--- config.mk ---
export PLATFORM = sky130hd
export DESIGN_NAME = pit_timer
export DESIGN_NICKNAME = d
export VERILOG_FILES = /design/src/rtl/pit_pkg.sv /design/src/rtl/pit_cfg_reg.sv /design/src/rtl/pit_run_ctl.sv /design/src/rtl/pit_tick_cnt.sv /design/src/rtl/pit_timer.sv
export SDC_FILE = /design/constraint.sdc
export NUM_CORES = 1
export LEC_CHECK = 0
export ABC_CLOCK_PERIOD_IN_PS = 1930
export CORE_UTILIZATION = 35
export DETAILED_ROUTE_END_ITERATION = 8
export PLACE_DENSITY = 0.64
export SLEW_MARGIN = 0
export SYNTH_ARGS = -nofsm -noshare
export SYNTH_HDL_FRONTEND = slang
export SYNTH_HIERARCHICAL = 1
export SYNTH_SLANG_ARGS = --single-unit
--- constraint.sdc ---
create_clock -name clk -period 1.93 [get_ports clk]
set_input_delay 0.386 -clock clk [delete_from_list [all_inputs] [get_ports clk]]
set_output_delay 0.386 -clock clk [all_outputs]
set_load 0.1 [all_outputs]
--- src/rtl/pit_pkg.sv ---
package pit_pkg;
  localparam int unsigned SEL_W   = 3;
  localparam int unsigned NUM_PER = 1 << SEL_W;

  typedef struct packed {
    logic             rpt;
    logic [SEL_W-1:0] sel;
  } pit_cfg_t;
endpackage

--- src/rtl/pit_cfg_reg.sv ---
module pit_cfg_reg
  import pit_pkg::*;
#(
  parameter int unsigned PERIOD_BASE = 1,
  parameter int unsigned CW          = 8
) (
  input  logic          clk,
  input  logic          rst_n,
  input  logic          we_i,
  input  pit_cfg_t      wdata_i,
  output pit_cfg_t      cfg_o,
  output logic [CW-1:0] period_o,
  output logic          none_o
);
  pit_cfg_t      cfg_q, cfg_d;
  logic [CW-1:0] tab [NUM_PER];

  genvar gi;
  generate
    for (gi = 0; gi < NUM_PER; gi++) begin : g_tab
      localparam int unsigned PV = PERIOD_BASE << gi;
      assign tab[gi] = CW'(PV);
    end
  endgenerate

  always_comb begin
    cfg_d = cfg_q;
    if (we_i) cfg_d = wdata_i;
  end

  always_ff @(posedge clk or negedge rst_n) begin
    if (!rst_n) cfg_q <= '0;
    else        cfg_q <= cfg_d;
  end

  assign cfg_o    = cfg_q;
  assign period_o = tab[cfg_q.sel];
  assign none_o   = (cfg_q == '0);


  period_nonzero_chk: assert property (@(posedge clk) disable iff (!rst_n)
    period_o != '0);
endmodule

--- src/rtl/pit_run_ctl.sv ---
module pit_run_ctl (
  input  logic clk,
  input  logic rst_n,
  input  logic cfg_we_i,
  input  logic run_we_i,
  input  logic run_halt_i,
  input  logic none_i,
  input  logic rpt_i,
  input  logic fire_i,
  output logic halted_o
);
  logic halt_q, halt_d;

  always_comb begin
    halt_d = halt_q;
    if (cfg_we_i)               halt_d = 1'b1;
    else if (run_we_i)          halt_d = run_halt_i | none_i;
    else if (fire_i && !rpt_i)  halt_d = 1'b1;
  end

  always_ff @(posedge clk or negedge rst_n) begin
    if (!rst_n) halt_q <= 1'b1;
    else        halt_q <= halt_d;
  end

  assign halted_o = halt_q;


  zero_cfg_halts_chk: assert property (@(posedge clk) disable iff (!rst_n)
    none_i |-> halted_o);

  cfg_write_halts_chk: assert property (@(posedge clk) disable iff (!rst_n)
    cfg_we_i |=> halted_o);
endmodule

--- src/rtl/pit_tick_cnt.sv ---
module pit_tick_cnt #(
  parameter int unsigned CW = 8
) (
  input  logic          clk,
  input  logic          rst_n,
  input  logic          clear_i,
  input  logic          run_i,
  input  logic          tick_i,
  input  logic [CW-1:0] period_i,
  output logic          fire_o,
  output logic          pulse_o
);
  logic [CW-1:0] cnt_q, cnt_d;
  logic          pulse_q, pulse_d;
  logic          last;
  logic          step_en;

  assign last    = (cnt_q == period_i - CW'(1));
  assign step_en = run_i && tick_i && !clear_i;
  assign fire_o  = step_en && last;

  always_comb begin
    cnt_d   = cnt_q;
    pulse_d = fire_o;
    if (clear_i)      cnt_d = '0;
    else if (step_en) cnt_d = last ? '0 : cnt_q + CW'(1);
  end

  always_ff @(posedge clk or negedge rst_n) begin
    if (!rst_n) begin
      cnt_q   <= '0;
      pulse_q <= 1'b0;
    end else begin
      cnt_q   <= cnt_d;
      pulse_q <= pulse_d;
    end
  end

  assign pulse_o = pulse_q;


  cnt_bound_chk: assert property (@(posedge clk) disable iff (!rst_n)
    run_i |-> (cnt_q < period_i));

  tick_before_pulse_chk: assert property (@(posedge clk) disable iff (!rst_n)
    pulse_o |-> $past(tick_i));
endmodule

--- src/rtl/pit_timer.sv ---
module pit_timer
  import pit_pkg::*;
#(
  parameter int unsigned PERIOD_BASE = 1
) (
  input  logic       clk,
  input  logic       rst_n,
  input  logic       tick_i,
  input  logic       set_we_i,
  input  logic [3:0] set_data_i,
  input  logic       run_we_i,
  input  logic       run_data_i,
  output logic       timeout_o,
  output logic       halted_o
);
  localparam int unsigned MAXP = PERIOD_BASE << (NUM_PER - 1);
  localparam int unsigned CW   = $clog2(MAXP) + 1;

  logic          rs_q1, rs_q2;
  logic          rst_s_n;
  pit_cfg_t      cfg;
  logic [CW-1:0] period;
  logic          none;
  logic          fire;
  logic          halted;

  always_ff @(posedge clk or negedge rst_n) begin
    if (!rst_n) begin
      rs_q1 <= 1'b0;
      rs_q2 <= 1'b0;
    end else begin
      rs_q1 <= 1'b1;
      rs_q2 <= rs_q1;
    end
  end
  assign rst_s_n = rs_q2;

  pit_cfg_reg #(.PERIOD_BASE(PERIOD_BASE), .CW(CW)) u_cfg (
    .clk      (clk),
    .rst_n    (rst_s_n),
    .we_i     (set_we_i),
    .wdata_i  (pit_cfg_t'(set_data_i)),
    .cfg_o    (cfg),
    .period_o (period),
    .none_o   (none)
  );

  pit_run_ctl u_ctl (
    .clk        (clk),
    .rst_n      (rst_s_n),
    .cfg_we_i   (set_we_i),
    .run_we_i   (run_we_i),
    .run_halt_i (run_data_i),
    .none_i     (none),
    .rpt_i      (cfg.rpt),
    .fire_i     (fire),
    .halted_o   (halted)
  );

  pit_tick_cnt #(.CW(CW)) u_cnt (
    .clk      (clk),
    .rst_n    (rst_s_n),
    .clear_i  (set_we_i | run_we_i),
    .run_i    (!halted),
    .tick_i   (tick_i),
    .period_i (period),
    .fire_o   (fire),
    .pulse_o  (timeout_o)
  );

  assign halted_o = halted;


  oneshot_self_halt_chk: assert property (@(posedge clk) disable iff (!rst_s_n)
    (timeout_o && !cfg.rpt) |-> halted_o);

  halt_suppress_chk: assert property (@(posedge clk) disable iff (!rst_s_n)
    (run_we_i && run_data_i) |=> !timeout_o);

  cfg_suppress_chk: assert property (@(posedge clk) disable iff (!rst_s_n)
    set_we_i |=> !timeout_o);
endmodule

After elaboration in Yosys (flattened, before gate mapping)
Memory sizes are Yosys's and may differ from the RTL's.
Index checks and enable logic that the tools add are counted.

operators by class
  add/subtract/negate cells = 2
  magnitude comparators = 1
  equality and inequality tests = 1
  multiplexer cells = 8
  bitwise logic cells = 3
  reduce and logical (&&, ||, !) cells = 10

operators by type and width
  cell                                               number
  two-way mux 8 bit                                  5
  adder 8 x 1 -> 8 bit (second input constant)       1
  equality test 8 bit                                1
  subtractor 8 x 1 -> 8 bit (second input constant)  1
  >= comparator 4 bit (second input constant)        1
  logical AND 1 bit                                  4
  zero test 4 bit                                    1
  NOT 3 -> 4 bit                                     1
  zero test 1 bit                                    3
  two-way mux 1 bit                                  3
  nonzero test 3 bit                                 1
  OR 1 bit                                           2
  nonzero test 2 bit                                 1

storage, ports and cells
  register bits = 16
  bits in read-only memories = 64
  bits of input ports = 10
  logic and storage cells = 33
  memories = 1

memory list
  memory            depth  width  read ports  clocked after memory_dff  wr ports  line               RTL
  (name not given)  8      8      1           0                         0         pit_cfg_reg.sv:37  assign period_o = tab[cfg_q.sel];

Logic depth before layout (Yosys ltp)
  depth in word-level cells = 11
  depth in mapped cells = 13
  gate-level depth less buffers = 12

Hierarchy
The synthesis kept the hierarchy.

modules (own cells, without submodules)
  module        instances  cells an instance  area each (um^2)  seq. area each (um^2)
  pit_tick_cnt  1          84                 711.9             225.2
  pit_cfg_reg   1          20                 265.3             100.1
  pit_run_ctl   1          5                  66.3              26.3
  pit_timer     1          5                  63.8              50.0

Worst setup path after synthesis
OpenSTA, ideal clock, no wires.

  path kind = flip-flop to flip-flop
  from = reg u_cfg.cfg_q (netlist bit u_cfg/cfg_o[2])
  to = reg u_ctl.halt_q, in the netlist u_ctl/halted_o
  arrival time = 2.669 ns
  data required time = 1.860 ns
  setup slack = -0.809 ns
  cell stages (with the launch flop) = 13
  path buffers = 1
  period minus slack after synthesis = 2.739 ns
  cell sequence = dfrtp_1 buf_6 nor3_1 inv_1 ha_1 xnor2_1 or4_1 a211oi_2 nand2_1 nor3_1 nor2b_1 nor3_2 o21bai_2

on the way
  cells in the longest elaborated chain, start to end = 9

ends and longest elaborated chain
  element                                                line                RTL
  start, declared                                        pit_cfg_reg.sv:15   pit_cfg_t cfg_q, cfg_d;
  start signal, assigned                                 pit_cfg_reg.sv:33   else cfg_q <= cfg_d;
  NOT 3 -> 4 bit (not written as such)                   pit_cfg_reg.sv:37
  memory read (8 x 8 bit)                                --
  two-way mux 8 bit (not written as such) (2 in series)  pit_cfg_reg.sv:37
  named net period[0]                                    pit_timer.sv:22     logic [CW-1:0] period;
  subtractor 8 x 1 -> 8 bit                              pit_tick_cnt.sv:18  assign last = (cnt_q == period_i - CW'(1));
  equality test 8 bit                                    pit_tick_cnt.sv:18
  logical AND 1 bit                                      pit_tick_cnt.sv:20  assign fire_o = step_en && last;
  named net fire                                         pit_timer.sv:24     logic fire;
  logical AND 1 bit                                      pit_run_ctl.sv:18   else if (fire_i && !rpt_i) halt_d = 1'b1;
  nonzero test 3 bit (no source line)                    --
  end signal, assigned                                   pit_run_ctl.sv:23   else halt_q <= halt_d;
  end, declared                                          pit_run_ctl.sv:12   logic halt_q, halt_d;

The timed path passes the listed nets, and every way through them passes these cells. The select of a mux whose other input is x is not followed.
A chain may end at the register's enable or synchronous reset.

Worst setup path in the final report
  from = reg u_cfg.cfg_q (netlist bit u_cfg/cfg_o[2])
  to = reg u_cnt.cnt_q[6]

on the way
  cells in the longest elaborated chain, start to end = 9

ends and longest elaborated chain
  element                                                line                RTL
  NOT 3 -> 4 bit (not written as such)                   pit_cfg_reg.sv:37
  memory read (8 x 8 bit)                                --
  two-way mux 8 bit (not written as such) (2 in series)  pit_cfg_reg.sv:37
  named net period[1]                                    pit_timer.sv:22
  subtractor 8 x 1 -> 8 bit                              pit_tick_cnt.sv:18
  equality test 8 bit                                    pit_tick_cnt.sv:18
  two-way mux 8 bit (2 in series)                        pit_tick_cnt.sv:26  else if (step_en) cnt_d = last ? '0 : cnt_q + CW'(1);
  two-way mux 8 bit                                      pit_tick_cnt.sv:25  if (clear_i) cnt_d = '0;
  end signal, assigned                                   pit_tick_cnt.sv:34  cnt_q <= cnt_d;
  end, declared                                          pit_tick_cnt.sv:13  logic [CW-1:0] cnt_q, cnt_d;

The timed path passes the listed nets, and every way through them passes these cells. The select of a mux whose other input is x is not followed.

==> metrics.md <==
| Metric | Value |
|---|---|
| # IOs | `12` |
| First-pass GRT wire length | `4.67 mm` |
| Starting Density | `0.366` |
| R2R Path End | `u_cnt/cnt_q[6]` |
| Via count | `1041` |
| Hold Crit Class | `in -> async` |
| Crit-path max cell delay | `490 ps` |
| CORE AREA | `3030 um^2` |
| Detailed Route WL | `2.90 mm` |
| Net Sw Power | `0.000266 W` |
| Layout Nets | `173` |
| RR Startpoint | `u_cfg/cfg_o[2]` |
| Startpoint class of the critical path | `register` |
| Post-synth EDFFs | `0` |
| Fin crit period | `2480 ps` |
| All-Layer GR Usage | `0.186` |
| Main synth FF type | `dfrtp_1` |
| Crit. End Element | `register` |
| Power Dens Cells | `531 nW/um^2` |
| Synthesis-stage register bit count | `16` |
| Synthesized area per cell | `9.71 um^2` |
| Number of distinct library cells after synthesis | `42` |
| Clock skew | `5.30 ps` |
| Sequential-to-total area share from yosys stat | `0.363` |
| Worst path required time | `2110 ps` |
| Worst Setup Path Type | `reg -> reg` |
| Synth Instances | `114` |
| Synth Net Count | `126` |
| Critical Path Sink | `u_cnt/cnt_q[6]` |
| Clk pwr share | `0.261` |
| CP Depth | `10` |
| CTS tree | `built` |
| Sw Share | `0.299` |
| Fin area | `1680 um^2` |
| CP startpoint | `u_cfg/cfg_o[2]` |
| Max-Cap Viols | `0` |
| RSZ-0062 raised after global routing | `yes` |
| 1st-iter DRT viols | `53` |
| Die area | `3390 um^2` |
| Hold Buf Count CTS | `0` |
| Failing checks | `negative setup slack` |
| Slew HR | `0.603` |
| Clk buf depth | `2` |
| Post-Syn Area | `1110 um^2` |
| Status | `finished, violations left` |
| Seq pwr share | `0.426` |
| CP max-delay cell | `dfrtp_2` |
| Crit-path cells | `nor3b_4 -> inv_1 -> ha_4 -> xnor2_1 -> or4_1 -> a211oi_2 -> buf_4 -> a211o_1 -> buf_6 -> o311ai_2` |
| CTS Root Cell | `clkbuf_4` |
| Buf/Inv on CP | `3` |
| Drt pass-1 iters | `4` |
| Gr ovfl total | `0` |
| Setup ws final | `-553 ps` |
| Worst r2r path cells | `10` |
| Arrival time at the worst endpoint | `2660 ps` |
| Worst Max-Slew Pin Slew | `595 ps` |
| Share of post-route cells with drive strength above 1 | `0.500` |
| Vias in the first global route | `1074` |
| Setup WS pre-CTS | `-711 ps` |
| Die X | `58.2 um` |
| Ant diodes | `0` |
| Antenna viol nets, final | `0` |
| Final std cells w/o fill | `204` |
| Total negative slack | `-4810 ps` |
| Htree depth | `1` |
| Critical path's top delay family | `simple AND/OR/NAND/NOR gates` |
| IO Port Bufs | `11` |
| Async SR Flop Fraction | `1.00` |
| CP max FO | `6` |
| WL/cell | `14.2 um` |
| Clock Sinks | `16` |
| Post-DP HPWL | `2.03 mm` |
| Fin. Hold Viols | `0` |
| Clock Latency Late Sink | `300 ps` |
| Leakage | `0.683 nW` |
| Fin crit share | `1.29` |
| Final Setup Violations | `10` |
| Gp weighted congestion | `0.771` |
| Synthesis Warnings | `6` |
| R2R Setup Slk | `-550 ps` |
| Register clock-pin slew on the reported worst setup and hold paths | `100 ps` |
| Routed vias/inst | `5.10` |
| Row count | `20` |
| Area post-placement | `1480 um^2` |
| Max-slew violation count | `0` |
| Layout fillers | `261` |
| Multi-input gate area | `772 um^2` |
| Power share of the combinational group | `0.312` |
| Die Y | `58.2 um` |
| Int Power | `0.000623 W` |
| Area delta synth->final | `51.3%` |
| Pin count of the biggest net entering global routing | `15` |
| Register area | `405 um^2` |
| Drt drc | `0` |
| DP Cell Count | `193` |
| Inserted Clock Buffers | `3` |
| Hold slack | `241 ps` |
| Worst vdd ir | `0.246 mV` |
| Antenna violations before repair | `0` |
| Max frequency | `0.403 GHz` |
## sequential cells by signal, summed over array words and instances, names as in the netlist
register	cells
rs_q2	1
u_cfg/cfg_o	4
u_ctl/halted_o	1
rs_q1	1
u_cnt/pulse_o	1
u_cnt/cnt_q	8
## worst min-delay path by stage
stage | start | endpoint | slack [ps] | cells past startpoint
2_1_floorplan | rst_n | rs_q1 | 90 | 0
3_3_place_gp | rs_q2 | u_cnt/cnt_q[1] | 250 | 0
3_5_place_dp | rs_q2 | u_cnt/cnt_q[1] | 270 | 0
4_1_cts | rst_n | rs_q1 | 230 | 1
5_1_grt | rst_n | rs_q1 | 230 | 1
6_report | rst_n | rs_q1 | 240 | 1
## layer usage
| metal | track usage | vias up | wire, um |
|---|---|---|---|
| li1 | - | 508 | - |
| met1 | 0.218 | 515 | 1210 |
| met2 | 0.337 | 13 | 1590 |
| met3 | 0.0201 | 5 | 54 |
| met4 | 0.0884 | 0 | 49 |
| met5 | 0 | - | 0 |
## cell type report
class	count	area share
Multi-Input combinational cell	89	0.461
Clock buffer	4	0.0217
Sequential cell	16	0.242
Tap cell	44	0.0329
Timing Repair Buffer	46	0.232
Inverter	5	0.0112
## Yosys cell counts, drive strengths merged (2+ instances only)
master | number | area [um^2]
dfrtp | 15 | 375
nand2 | 10 | 37.5
xnor2 | 9 | 78.8
o21ai | 7 | 35.0
nor2 | 6 | 22.5
inv | 5 | 18.8
nand3 | 5 | 25.0
nor3b | 5 | 42.5
buf | 4 | 48.8
mux2 | 4 | 45.0
nor3 | 4 | 25.0
a21oi | 3 | 15.0
a31oi | 3 | 18.8
and3b | 3 | 30.0
nand4 | 3 | 18.8
or3 | 3 | 18.8
ha | 2 | 25.0
nor2b | 2 | 12.5
o311ai | 2 | 17.5
or2 | 2 | 12.5
or4 | 2 | 18.8
## worst reg2reg max path: stages, from the launching register on
cell and delay [ps]:
dfrtp_2 490, nor3b_4 240, inv_1 100, ha_4 240, xnor2_1 120, or4_1 420
a211oi_2 210, buf_4 150, a211o_1 200, buf_6 130, o311ai_2 70
## through the flow
stage | total power, W | utilization
finish | 0.000889 | 0.553
global route | 0.000928 | 0.553
CTS | 0.000874 | 0.530
detailed placement | 0.000616 | 0.490
global placement | 0.000609 | 0.490
floorplan | 0.000525 | -
## cell usage in the layout, fill, tap and decap left out, types with 2 or more instances in the layout
cell / n
buf_4: 32
dfrtp_1: 12
clkdlybuf4s50_1: 9
nand2_1: 9
nor2_1: 6
xnor2_1: 6
inv_1: 5
o21ai_1: 5
mux2_2: 4
nand3_1: 4
clkbuf_4: 3
nor3b_4: 3
and3b_2: 3
dfrtp_2: 3
buf_6: 3
xnor2_2: 3
a31oi_1: 3
or3_1: 3
nand4_1: 3
nor3_4: 2
nor3_2: 2
o21ai_2: 2
a21oi_2: 2
## repair_timing
action | 4_1_cts | 5_1_grt
endpoints found under the setup margin | 10 | 10
setup buffers | 7 | 0
pin swaps | 12 | 4
resized for setup | 10 | 15
hold endpoints to repair | 0 | 0
## power groups by stage
stage	sequential [W]	combinational, W	clock, W
final	0.000379	0.000277	0.000232
after global routing	0.000383	0.000298	0.000247
after CTS	0.000379	0.000258	0.000237
after detailed placement	0.000383	0.000233	0
after global placement	0.000382	0.000227	0
after floorplan	0.000375	0.000151	0
## logic make-up (layout without fill, tap and decap cells)
group | after synthesis | in the layout | share of synthesized area
DFF | 16 | 16 | 0.363
AOI/OAI and AO/OA | 19 | 19 | 0.121
adders and majority gates | 2 | 2 | 0.0226
and+or+nand+nor | 53 | 53 | 0.310
other | 1 | 1 | 0.00339
buffers and inverters | 9 | 55 | 0.0610
xor gates and xnor gates | 10 | 10 | 0.0791
muxes | 4 | 4 | 0.0407
Note: power is estimated with default switching activity, not from simulation.
